`src/rtl/cmpt_pkg.sv`:
```
package cmpt_pkg;
  localparam int ADDR_W = 4;
  localparam int NCMP   = 3;
  localparam int ST_W   = 6;
  localparam int ST_ROLL = 5;

  localparam logic [ADDR_W-1:0] A_CTRL = 4'd0;
  localparam logic [ADDR_W-1:0] A_PRE  = 4'd1;
  localparam logic [ADDR_W-1:0] A_STAT = 4'd2;
  localparam logic [ADDR_W-1:0] A_IEN  = 4'd3;
  localparam logic [ADDR_W-1:0] A_CMP1 = 4'd4;
  localparam logic [ADDR_W-1:0] A_CAP1 = 4'd7;
  localparam logic [ADDR_W-1:0] A_CAP2 = 4'd8;
  localparam logic [ADDR_W-1:0] A_CNT  = 4'd9;

  localparam int B_EN    = 0;
  localparam int B_RSTMD = 1;
  localparam int B_SRC   = 6;
  localparam int B_FREE  = 9;
  localparam int B_SWR   = 15;

  localparam logic [31:0] CTRL_FORCE0 = 32'h0000_7C14;
  localparam logic [31:0] SWR_CLEAR   = 32'h0000_803F;

  typedef enum logic [1:0] {SRC_NONE, SRC_FAST, SRC_SLOW} src_e;

  function automatic src_e src_decode(input logic [2:0] code);
    case (code)
      3'b001, 3'b010: src_decode = SRC_FAST;
      3'b100:         src_decode = SRC_SLOW;
      default:        src_decode = SRC_NONE;
    endcase
  endfunction
endpackage

```
`src/rtl/cmpt_tick_gen.sv`:
```
module cmpt_tick_gen #(
  parameter int PRE_W = 12
) (
  input  logic             clk,
  input  logic             rst,
  input  logic             clr,
  input  logic             run,
  input  logic [2:0]       src_code,
  input  logic [PRE_W-1:0] pre,
  input  logic             tick_fast,
  input  logic             tick_slow,
  output logic             step
);
  import cmpt_pkg::*;

  logic             tick_sel;
  logic [PRE_W-1:0] div_q;
  logic             div_end;

  always_comb begin
    case (src_decode(src_code))
      SRC_FAST: tick_sel = tick_fast;
      SRC_SLOW: tick_sel = tick_slow;
      default:  tick_sel = 1'b0;
    endcase
  end

  assign div_end = (div_q >= pre);
  assign step    = run && tick_sel && div_end;

  always_ff @(posedge clk) begin
    if (rst || clr) begin
      div_q <= '0;
    end else if (run && tick_sel) begin
      if (div_end) div_q <= '0;
      else         div_q <= div_q + 1'b1;
    end
  end

  assert_step_has_tick_R3: assert property (@(posedge clk) disable iff (rst)
    step |-> (tick_fast || tick_slow));
  assert_step_needs_run_R11: assert property (@(posedge clk) disable iff (rst)
    step |-> run);
endmodule

```
`src/rtl/cmpt_counter.sv`:
```
module cmpt_counter #(
  parameter int CNT_W = 32,
  parameter int NCH   = 3
) (
  input  logic                      clk,
  input  logic                      rst,
  input  logic                      clr,
  input  logic                      step,
  input  logic                      freerun,
  input  logic [NCH-1:0][CNT_W-1:0] cmp,
  output logic [CNT_W-1:0]          count,
  output logic [NCH-1:0]            hit,
  output logic                      roll
);
  localparam logic [CNT_W-1:0] CMAX = {CNT_W{1'b1}};

  logic [CNT_W-1:0] nxt;
  logic             at_max;
  logic             at_top;

  assign at_max = (count == CMAX);
  assign at_top = !freerun && (count == cmp[0]);
  assign nxt    = (at_max || at_top) ? '0 : count + 1'b1;
  assign roll   = step && at_max;

  for (genvar i = 0; i < NCH; i++) begin : g_match
    assign hit[i] = step && (nxt == cmp[i]);
  end

  always_ff @(posedge clk) begin
    if (rst || clr)  count <= '0;
    else if (step)   count <= nxt;
  end

  assert_wrap_to_zero_R5: assert property (@(posedge clk) disable iff (rst)
    (step && count == CMAX) |=> (count == '0));
  assert_restart_at_cmp1_R6: assert property (@(posedge clk) disable iff (rst)
    (step && !freerun && count == cmp[0]) |=> (count == '0));
  assert_hold_without_step_R11: assert property (@(posedge clk) disable iff (rst)
    (!step && !clr) |=> $stable(count));
endmodule

```
`src/rtl/cmp_timer.sv`:
```
module cmp_timer #(
  parameter int DATA_W = 32,
  parameter int CNT_W  = 32,
  parameter int PRE_W  = 12
) (
  input  logic              clk,
  input  logic              rst,
  input  logic              bus_we,
  input  logic [3:0]        bus_addr,
  input  logic [DATA_W-1:0] bus_wdata,
  output logic [DATA_W-1:0] bus_rdata,
  input  logic              tick_fast,
  input  logic              tick_slow,
  output logic              irq
);
  import cmpt_pkg::*;

  logic [DATA_W-1:0]          ctrl_q;
  logic [PRE_W-1:0]           pre_q;
  logic [ST_W-1:0]            stat_q;
  logic [ST_W-1:0]            ien_q;
  logic [NCMP-1:0][CNT_W-1:0] cmp_q;
  logic [CNT_W-1:0]           count;
  logic [NCMP-1:0]            hit;
  logic                       roll;
  logic                       step;

  logic              wr_ctrl, swr, en_rise, cnt_clr;
  logic [DATA_W-1:0] ctrl_in;
  logic [ST_W-1:0]   st_clr, st_set;

  assign wr_ctrl = bus_we && (bus_addr == A_CTRL);
  assign ctrl_in = bus_wdata & ~CTRL_FORCE0;
  assign swr     = wr_ctrl && bus_wdata[B_SWR];
  assign en_rise = wr_ctrl && !swr && !ctrl_q[B_EN] && bus_wdata[B_EN];
  assign cnt_clr = swr
                || (en_rise && bus_wdata[B_RSTMD])
                || (bus_we && bus_addr == A_CMP1 && !ctrl_q[B_FREE]);

  assign st_clr = (bus_we && bus_addr == A_STAT) ? bus_wdata[ST_W-1:0] : '0;

  always_comb begin
    st_set          = '0;
    st_set[NCMP-1:0] = hit;
    st_set[ST_ROLL] = roll;
  end

  cmpt_tick_gen #(.PRE_W(PRE_W)) u_tick (
    .clk       (clk),
    .rst       (rst),
    .clr       (cnt_clr),
    .run       (ctrl_q[B_EN]),
    .src_code  (ctrl_q[B_SRC+2:B_SRC]),
    .pre       (pre_q),
    .tick_fast (tick_fast),
    .tick_slow (tick_slow),
    .step      (step)
  );

  cmpt_counter #(.CNT_W(CNT_W), .NCH(NCMP)) u_cnt (
    .clk     (clk),
    .rst     (rst),
    .clr     (cnt_clr),
    .step    (step),
    .freerun (ctrl_q[B_FREE]),
    .cmp     (cmp_q),
    .count   (count),
    .hit     (hit),
    .roll    (roll)
  );

  always_ff @(posedge clk) begin
    if (rst) begin
      ctrl_q <= '0;
      pre_q  <= '0;
      stat_q <= '0;
      ien_q  <= '0;
    end else if (swr) begin
      ctrl_q <= ctrl_in & ~SWR_CLEAR;
      pre_q  <= '0;
      stat_q <= '0;
      ien_q  <= '0;
    end else begin
      if (wr_ctrl) ctrl_q <= ctrl_in;
      if (bus_we && bus_addr == A_PRE) pre_q <= bus_wdata[PRE_W-1:0];
      if (bus_we && bus_addr == A_IEN) ien_q <= bus_wdata[ST_W-1:0];
      stat_q <= (stat_q & ~st_clr) | st_set;
    end
  end

  for (genvar i = 0; i < NCMP; i++) begin : g_cmp
    always_ff @(posedge clk) begin
      if (rst || swr)
        cmp_q[i] <= {CNT_W{1'b1}};
      else if (bus_we && bus_addr == A_CMP1 + 4'(i))
        cmp_q[i] <= bus_wdata[CNT_W-1:0];
    end
  end

  always_ff @(posedge clk) begin
    if (rst) begin
      bus_rdata <= '0;
      irq       <= 1'b0;
    end else begin
      irq <= ctrl_q[B_EN] && |(stat_q & ien_q);
      case (bus_addr)
        A_CTRL:          bus_rdata <= ctrl_q;
        A_PRE:           bus_rdata <= DATA_W'(pre_q);
        A_STAT:          bus_rdata <= DATA_W'(stat_q);
        A_IEN:           bus_rdata <= DATA_W'(ien_q);
        4'd4:            bus_rdata <= DATA_W'(cmp_q[0]);
        4'd5:            bus_rdata <= DATA_W'(cmp_q[1]);
        4'd6:            bus_rdata <= DATA_W'(cmp_q[2]);
        A_CAP1, A_CAP2:  bus_rdata <= '0;
        A_CNT:           bus_rdata <= DATA_W'(count);
        default:         bus_rdata <= '0;
      endcase
    end
  end

  assert_irq_gated_by_enable_R9: assert property (@(posedge clk) disable iff (rst)
    irq |-> $past(ctrl_q[B_EN]));
  assert_swr_clears_state_R10: assert property (@(posedge clk) disable iff (rst)
    swr |=> (stat_q == '0 && ien_q == '0 && pre_q == '0 && count == '0 && !ctrl_q[B_EN]));
  assert_flags_sticky_R8: assert property (@(posedge clk) disable iff (rst)
    (!swr && !(bus_we && bus_addr == A_STAT)) |=> ((stat_q & $past(stat_q)) == $past(stat_q)));
endmodule

```
`config.mk`:
```
export PLATFORM = sky130hd
export DESIGN_NAME = cmp_timer
export DESIGN_NICKNAME = d
export VERILOG_FILES = /design/src/rtl/cmpt_pkg.sv /design/src/rtl/cmpt_tick_gen.sv /design/src/rtl/cmpt_counter.sv /design/src/rtl/cmp_timer.sv
export SDC_FILE = /design/constraint.sdc
export NUM_CORES = 1
export LEC_CHECK = 0
export ABC_AREA = 0
export BUFFER_PORTS_ARGS = -buffer_cell sky130_fd_sc_hd__clkbuf_2
export CORE_ASPECT_RATIO = 1.1
export CORE_MARGIN = 2
export CORE_UTILIZATION = 50
export CTS_BUF_LIST = sky130_fd_sc_hd__clkbuf_8
export DETAILED_ROUTE_END_ITERATION = 8
export HOLD_SLACK_MARGIN = 0.03
export PLACE_DENSITY = 0.67
export SYNTH_ARGS = -nofsm -noshare
export SYNTH_HDL_FRONTEND = slang
export SYNTH_HIERARCHICAL = 1
export SYNTH_SLANG_ARGS = --single-unit
```
`constraint.sdc`:
```
create_clock -name clk -period 5.1 [get_ports clk]
set_input_delay 1.02 -clock clk [delete_from_list [all_inputs] [get_ports clk]]
set_output_delay 1.02 -clock clk [all_outputs]
set_load 0.02 [all_outputs]
```
# Word-level counts from Yosys, hierarchy flattened
# Cells that the tools add are included.
[op_classes]
addsub = 2
n_mux = 8
eq_ne = 17
mul = 0
div_mod_pow = 0
bitwise_logic = 4
shifts = 0
magnitude_cmp = 1
reduce_logical = 34
[ops]
columns = ["operator", "n"]
rows = [
  ["$pmux 32 s8", 1],
  ["$eq 32x32->1", 4],
  ["$mux 32", 3],
  ["$add 32x1->32 const B", 1],
  ["$eq 32x32->1 const B", 1],
  ["$logic_and 1x1->1", 21],
  ["$add 12x1->12 const B", 1],
  ["$and 6x6->6", 2],
  ["$eq 4x3->1 const B", 3],
  ["$ge 12x12->1", 1],
  ["$mux 12", 1],
  ["$eq 4x2->1 const B", 2],
  ["$mux 6", 1],
  ["$not 6->6", 1],
  ["$or 6x6->6", 1],
  ["$reduce_or 6->1", 1],
  ["$logic_or 1x1->1", 5],
  ["$eq 4x1->1 const B", 1],
  ["$eq 4x4->1 const B", 1],
  ["$logic_not 4->1", 1],
  ["$pmux 2 s2", 1],
  ["$reduce_or 2->1", 2],
  ["$eq 3x1->1 const B", 1],
  ["$eq 3x2->1 const B", 1],
  ["other kinds (6)", 8],
]
[word_totals]
romBits = 0
latchBits = 0
word_cells = 78
n_memories = 0
ff_bits = 222
out_inout_bits = 33
ramBits = 0

# Logic depth before layout (Yosys ltp)
[depth]
depth_word = 11
mapped_depth = 18
depth_no_buf = 17

# Cells and area by module
# The synthesis kept the hierarchy.
[by_module_without_submodules]
columns = ["module", "n_inst", "seq_area_each_um2", "area_each_um2", "cells_per_inst"]
rows = [
  ["cmp_timer", 1, 3563.4, 7395.8, 883],
  ["cmpt_counter", 1, 640.6, 4212.8, 582],
  ["cmpt_tick_gen", 1, 240.2, 1071.0, 119],
]

# Worst setup path after synthesis
# OpenSTA, ideal clock, no wires.
[synth_path]
kind = "input to register"
startpoint = "input port tick_slow"
endpoint = "register stat_q[1]"
setup_slack_ps = 1300
cell_stages = 12
arrival_ps = 3742
required_ps = 5042
setup_time_ps = 58
path_cell_list = "a22o_2 > nand3b_4 > o31ai_4 > clkbuf_1 > o21ai_0 > a221o_1 > a221oi_1 > nand4_1 > nand4b_1 > or4_1 > nor4_2 > o21a_1"
[synth_via]
elab_chain_len = 5
[synth_rtl]
columns = ["element", "line", "source"]
rows = [
  ["from (decl)", "cmp_timer.sv:13", "input logic tick_slow,"],
  ["$pmux 1 s2", "cmpt_tick_gen.sv:21", "case (src_decode(src_code))"],
  ["$logic_and 1x1->1 (2 in a row)", "cmpt_tick_gen.sv:29", "assign step = run && tick_sel && div_end;"],
  ["net step", "cmp_timer.sv:26", "logic step;"],
  ["$logic_and 1x1->1", "cmpt_counter.sv:27", "assign hit[i] = step && (nxt == cmp[i]);"],
  ["net hit[1]", "cmp_timer.sv:24", "logic [NCMP-1:0] hit;"],
  ["$or 6x6->6", "cmp_timer.sv:87", "stat_q <= (stat_q & ~st_clr) | st_set;"],
  ["to (signal assigned)", "cmp_timer.sv:87", ""],
  ["to (decl)", "cmp_timer.sv:20", "logic [ST_W-1:0] stat_q;"],
]
# The timed path passes the listed nets, and every way through them passes these cells.
# A chain may end at the register's enable or synchronous reset.

# Worst setup path after layout
[layout_path]
startpoint = "register u_cnt.count[1]"
endpoint = "register stat_q[0]"
[layout_via]
elab_chain_len = 7
elab_cells_between_ends = 9
[layout_rtl]
columns = ["element", "line", "source"]
rows = [
  ["from (decl)", "cmpt_counter.sv:11", "output logic [CNT_W-1:0] count,"],
  ["from (signal assigned)", "cmpt_counter.sv:32", "else if (step) count <= nxt;"],
  ["parallel branches: the longest is 3 deep, another holds $add 32x1->32", "n/a", ""],
  ["$mux 32 (*)", "cmpt_counter.sv:23", "assign nxt = (at_max || at_top) ? '0 : count + 1'b1;"],
  ["$eq 32x32->1 (*)", "cmpt_counter.sv:27", ""],
  ["$logic_and 1x1->1 (*)", "cmpt_counter.sv:27", ""],
  ["net hit[0]", "cmp_timer.sv:24", ""],
  ["$or 6x6->6 (*)", "cmp_timer.sv:87", ""],
]
# Mark *: on every way through the listed nets, which the timed path passes.

==> out/qor.yml <==
required_ns: 5.62
holdWs_ns: 0.4498
finalSetupViolations: 0
startpoint_type: "flip-flop"
pre_cts_ws_ns: 1.105
synth.yosys.seq_area_share_pct: 35.05
fmax_mhz: 236.1
synthFlopType: "dfxtp_1"
wl_per_cell_um: 27.83
cts_setup_buffers: 0
setup_slack_ns: 0.8653
vdd_drop_max_mv: 0.2635
final_area_mm2: 0.01408
portBuffers: 73
clock_latency_ns: 0.57
antenna_found_initial: 2
die_w_um: 155.8
cpPeakStageDelay_ns: 0.74
cts_resized: 0
cts_tree: "done"
dieArea_mm2: 0.02665
nNetsFinal: 1684
drt.antenna.violating_nets: 0
root_buffer: "clkbuf_8"
use_met3_pct: 8.232
top_usage_layer: "met2"
syn_to_final_growth_pct: 11.01
fin_worst_skew_ns: 0.02507
pin_count: 74
synth_area_leader_cell: "dfxtp_1"
synth_cell_types: 94
yosys.area.top_type_share_pct: 35.05
rows: 61
use_met2_pct: 64.77
period_minus_slack_ns: 4.235
power_leakage_nw: 5.396
synthTopCellsByArea: "dfxtp_1 (35%), nand2_1 (9.3%), nand3_1 (5.2%), a21oi_1 (3.7%), xor2_1 (3.2%)"
routed_wirelength_um: 54760
antenna_cells: 0
slowest_stage: "xor2_1"
async_reset_ff_share_pct: 0
tns_ns: 0
cap_violations: 0
synth_common_cells: "nand2_1 (314), dfxtp_1 (222), nand3_1 (131)"
synth_edf_count: 0
regToRegSetupSlack_ns: 0.87
dpl.hpwl_um: 40810
synth_cells: 1584
grt_pass1_vias: 11970
slew_violations: 0
use_met1_pct: 50.59
grt_use_total_pct: 40.66
cp.arrival_ns: 4.75
path_class: "flip-flop to flip-flop"
grt.overflow.total: 0
hold_violations: 0
synth_nets: 1641
place_area_mm2: 0.01321
endpoint_kind: "flip-flop"
synth_most_common_cell: "nand2_1"
p_per_area_mw_per_mm2: 279.2
drive_gt1_share_pct: 15.06
path_clk_slew_ns: 0.07
min_path_type: "flip-flop to flip-flop"
status: "completed"
via_per_inst: 6.691
start_util_pct: 50.50
rsz0062_at_grt: "no"
synth_area_mm2: 0.01268
dr.first_iter.drc_count: 1995
drt-pass1-iter-count: 8
crit_chain: "ha_1 > nand3_2 > nor4_4 > nand2_1 > xor2_1 > o22ai_1 > or4_1 > a2111oi_0 > nor4b_2 > o21a_1"
drc: 0
h-tree-depth: 2
worstPathMaxFanout: 8
grt_max_degree: 48
synth_seq_cells: 222
slew-limit-headroom_pct: 14.09
numCtsBuffers: 40
fin_crit_sh_pct: 83.03
holdBufCountCts: 0
yosys_warnings: 6
cts.sinks: 222
avgSynthCellArea_um2: 8.005
grt_pass1_wl_um: 79930
clk_path_buf_depth: 3
gp_congestion: 1.059
core-area_mm2: 0.02511
num_vias: 13170
worst_pin_slew_ns: 1.285
chipHeight_um: 171.0
==> area by class of cell <==
type                            count  area (um^2)
Fill cell                        2431        11030
Tap cell                          315        394.1
Inverter                           33        123.9
Sequential cell                   222         4444
Clock inverter                     18        176.4
Clock buffer                       50        688.2
Multi-Input combinational cell   1213         7541
Timing Repair Buffer              117        708.2
==> cell usage in the layout (no fill, tap or decap), drive strengths merged, types with 18 or more instances in the layout <==
master / instances
a22oi: 31
nand3: 135
xor2: 46
a21oi: 94
mux2i: 37
buf: 44
o21ai: 29
inv: 43
nand4: 18
nand2: 314
mux2: 18
xnor2: 44
nor3: 29
a22o: 23
nor4: 33
nor2: 105
a222oi: 18
clkbuf: 123
dfxtp: 222
o22ai: 18
==> power breakdown <==
| group | switching [mW] | internal, mW |
|---|---|---|
| logic | 0.202 | 0.0883 |
| clock network | 0.793 | 1.04 |
| registers | 0.0405 | 1.76 |
==> layer usage <==
| metal | vias to the layer above | routed length [um] |
|---|---|---|
| met5 | - | 11 |
| met4 | 2 | 4047 |
| met2 | 905 | 24430 |
| met3 | 228 | 5279 |
| li1 | 5779 | - |
| met1 | 6254 | 20990 |
==> metrics by stage <==
| stage | std cells | util [%] | total power [mW] |
|---|---|---|---|
| global placement | 1900 | 52.61 | 2.121 |
| floorplan | 1584 | - | 1.996 |
| CTS | 1968 | 56.06 | 3.935 |
| finish | 1968 | 56.06 | 3.930 |
| global route | 1968 | 56.06 | 4.038 |
| detailed placement | 1900 | 52.61 | 2.122 |
==> critical path: cells and delay by family (launching register included) <==
kind | cells | cell delay [ns]
AO/OA/AOI/OAI | 3 | 0.88
XOR/XNOR | 1 | 0.74
adder cells (fa/ha/maj) | 1 | 0.34
flip-flops | 1 | 0.47
AND/OR/NAND/NOR | 5 | 1.75
==> cells by family after synthesis <==
family | after synthesis | share of synthesized area, %
AND/OR/NAND/NOR | 735 | 28.93
AO/OA/AOI/OAI | 316 | 17.66
flip-flops | 222 | 35.05
buffers and inverters | 149 | 5.802
XOR/XNOR | 90 | 6.276
multiplexers | 56 | 4.697
adder cells (fa/ha/maj) | 16 | 1.579
==> registers in the layout, summed over array words and instances, names as in the netlist <==
name,flops
stat_q,6
u_cnt/count,32
cmp_q,96
u_tick/div_q,12
ctrl_q,25
bus_rdata,32
ien_q,6
pre_q,12
irq,1
==> worst paths after layout <==
path	from	end	cells after the start
hold / removal	ctrl_q[5]$_SDFFE_PP0N_	ctrl_q[5]$_SDFFE_PP0N_	2
hold reg to reg	ctrl_q[5]$_SDFFE_PP0N_	ctrl_q[5]$_SDFFE_PP0N_	2
setup reg to reg	u_cnt/count[1]$_SDFFE_PP0P_	stat_q[0]$_SDFF_PP0_	10
setup / recovery	u_cnt/count[1]$_SDFFE_PP0P_	stat_q[0]$_SDFF_PP0_	10
Note: power is estimated with default switching activity, not from simulation.
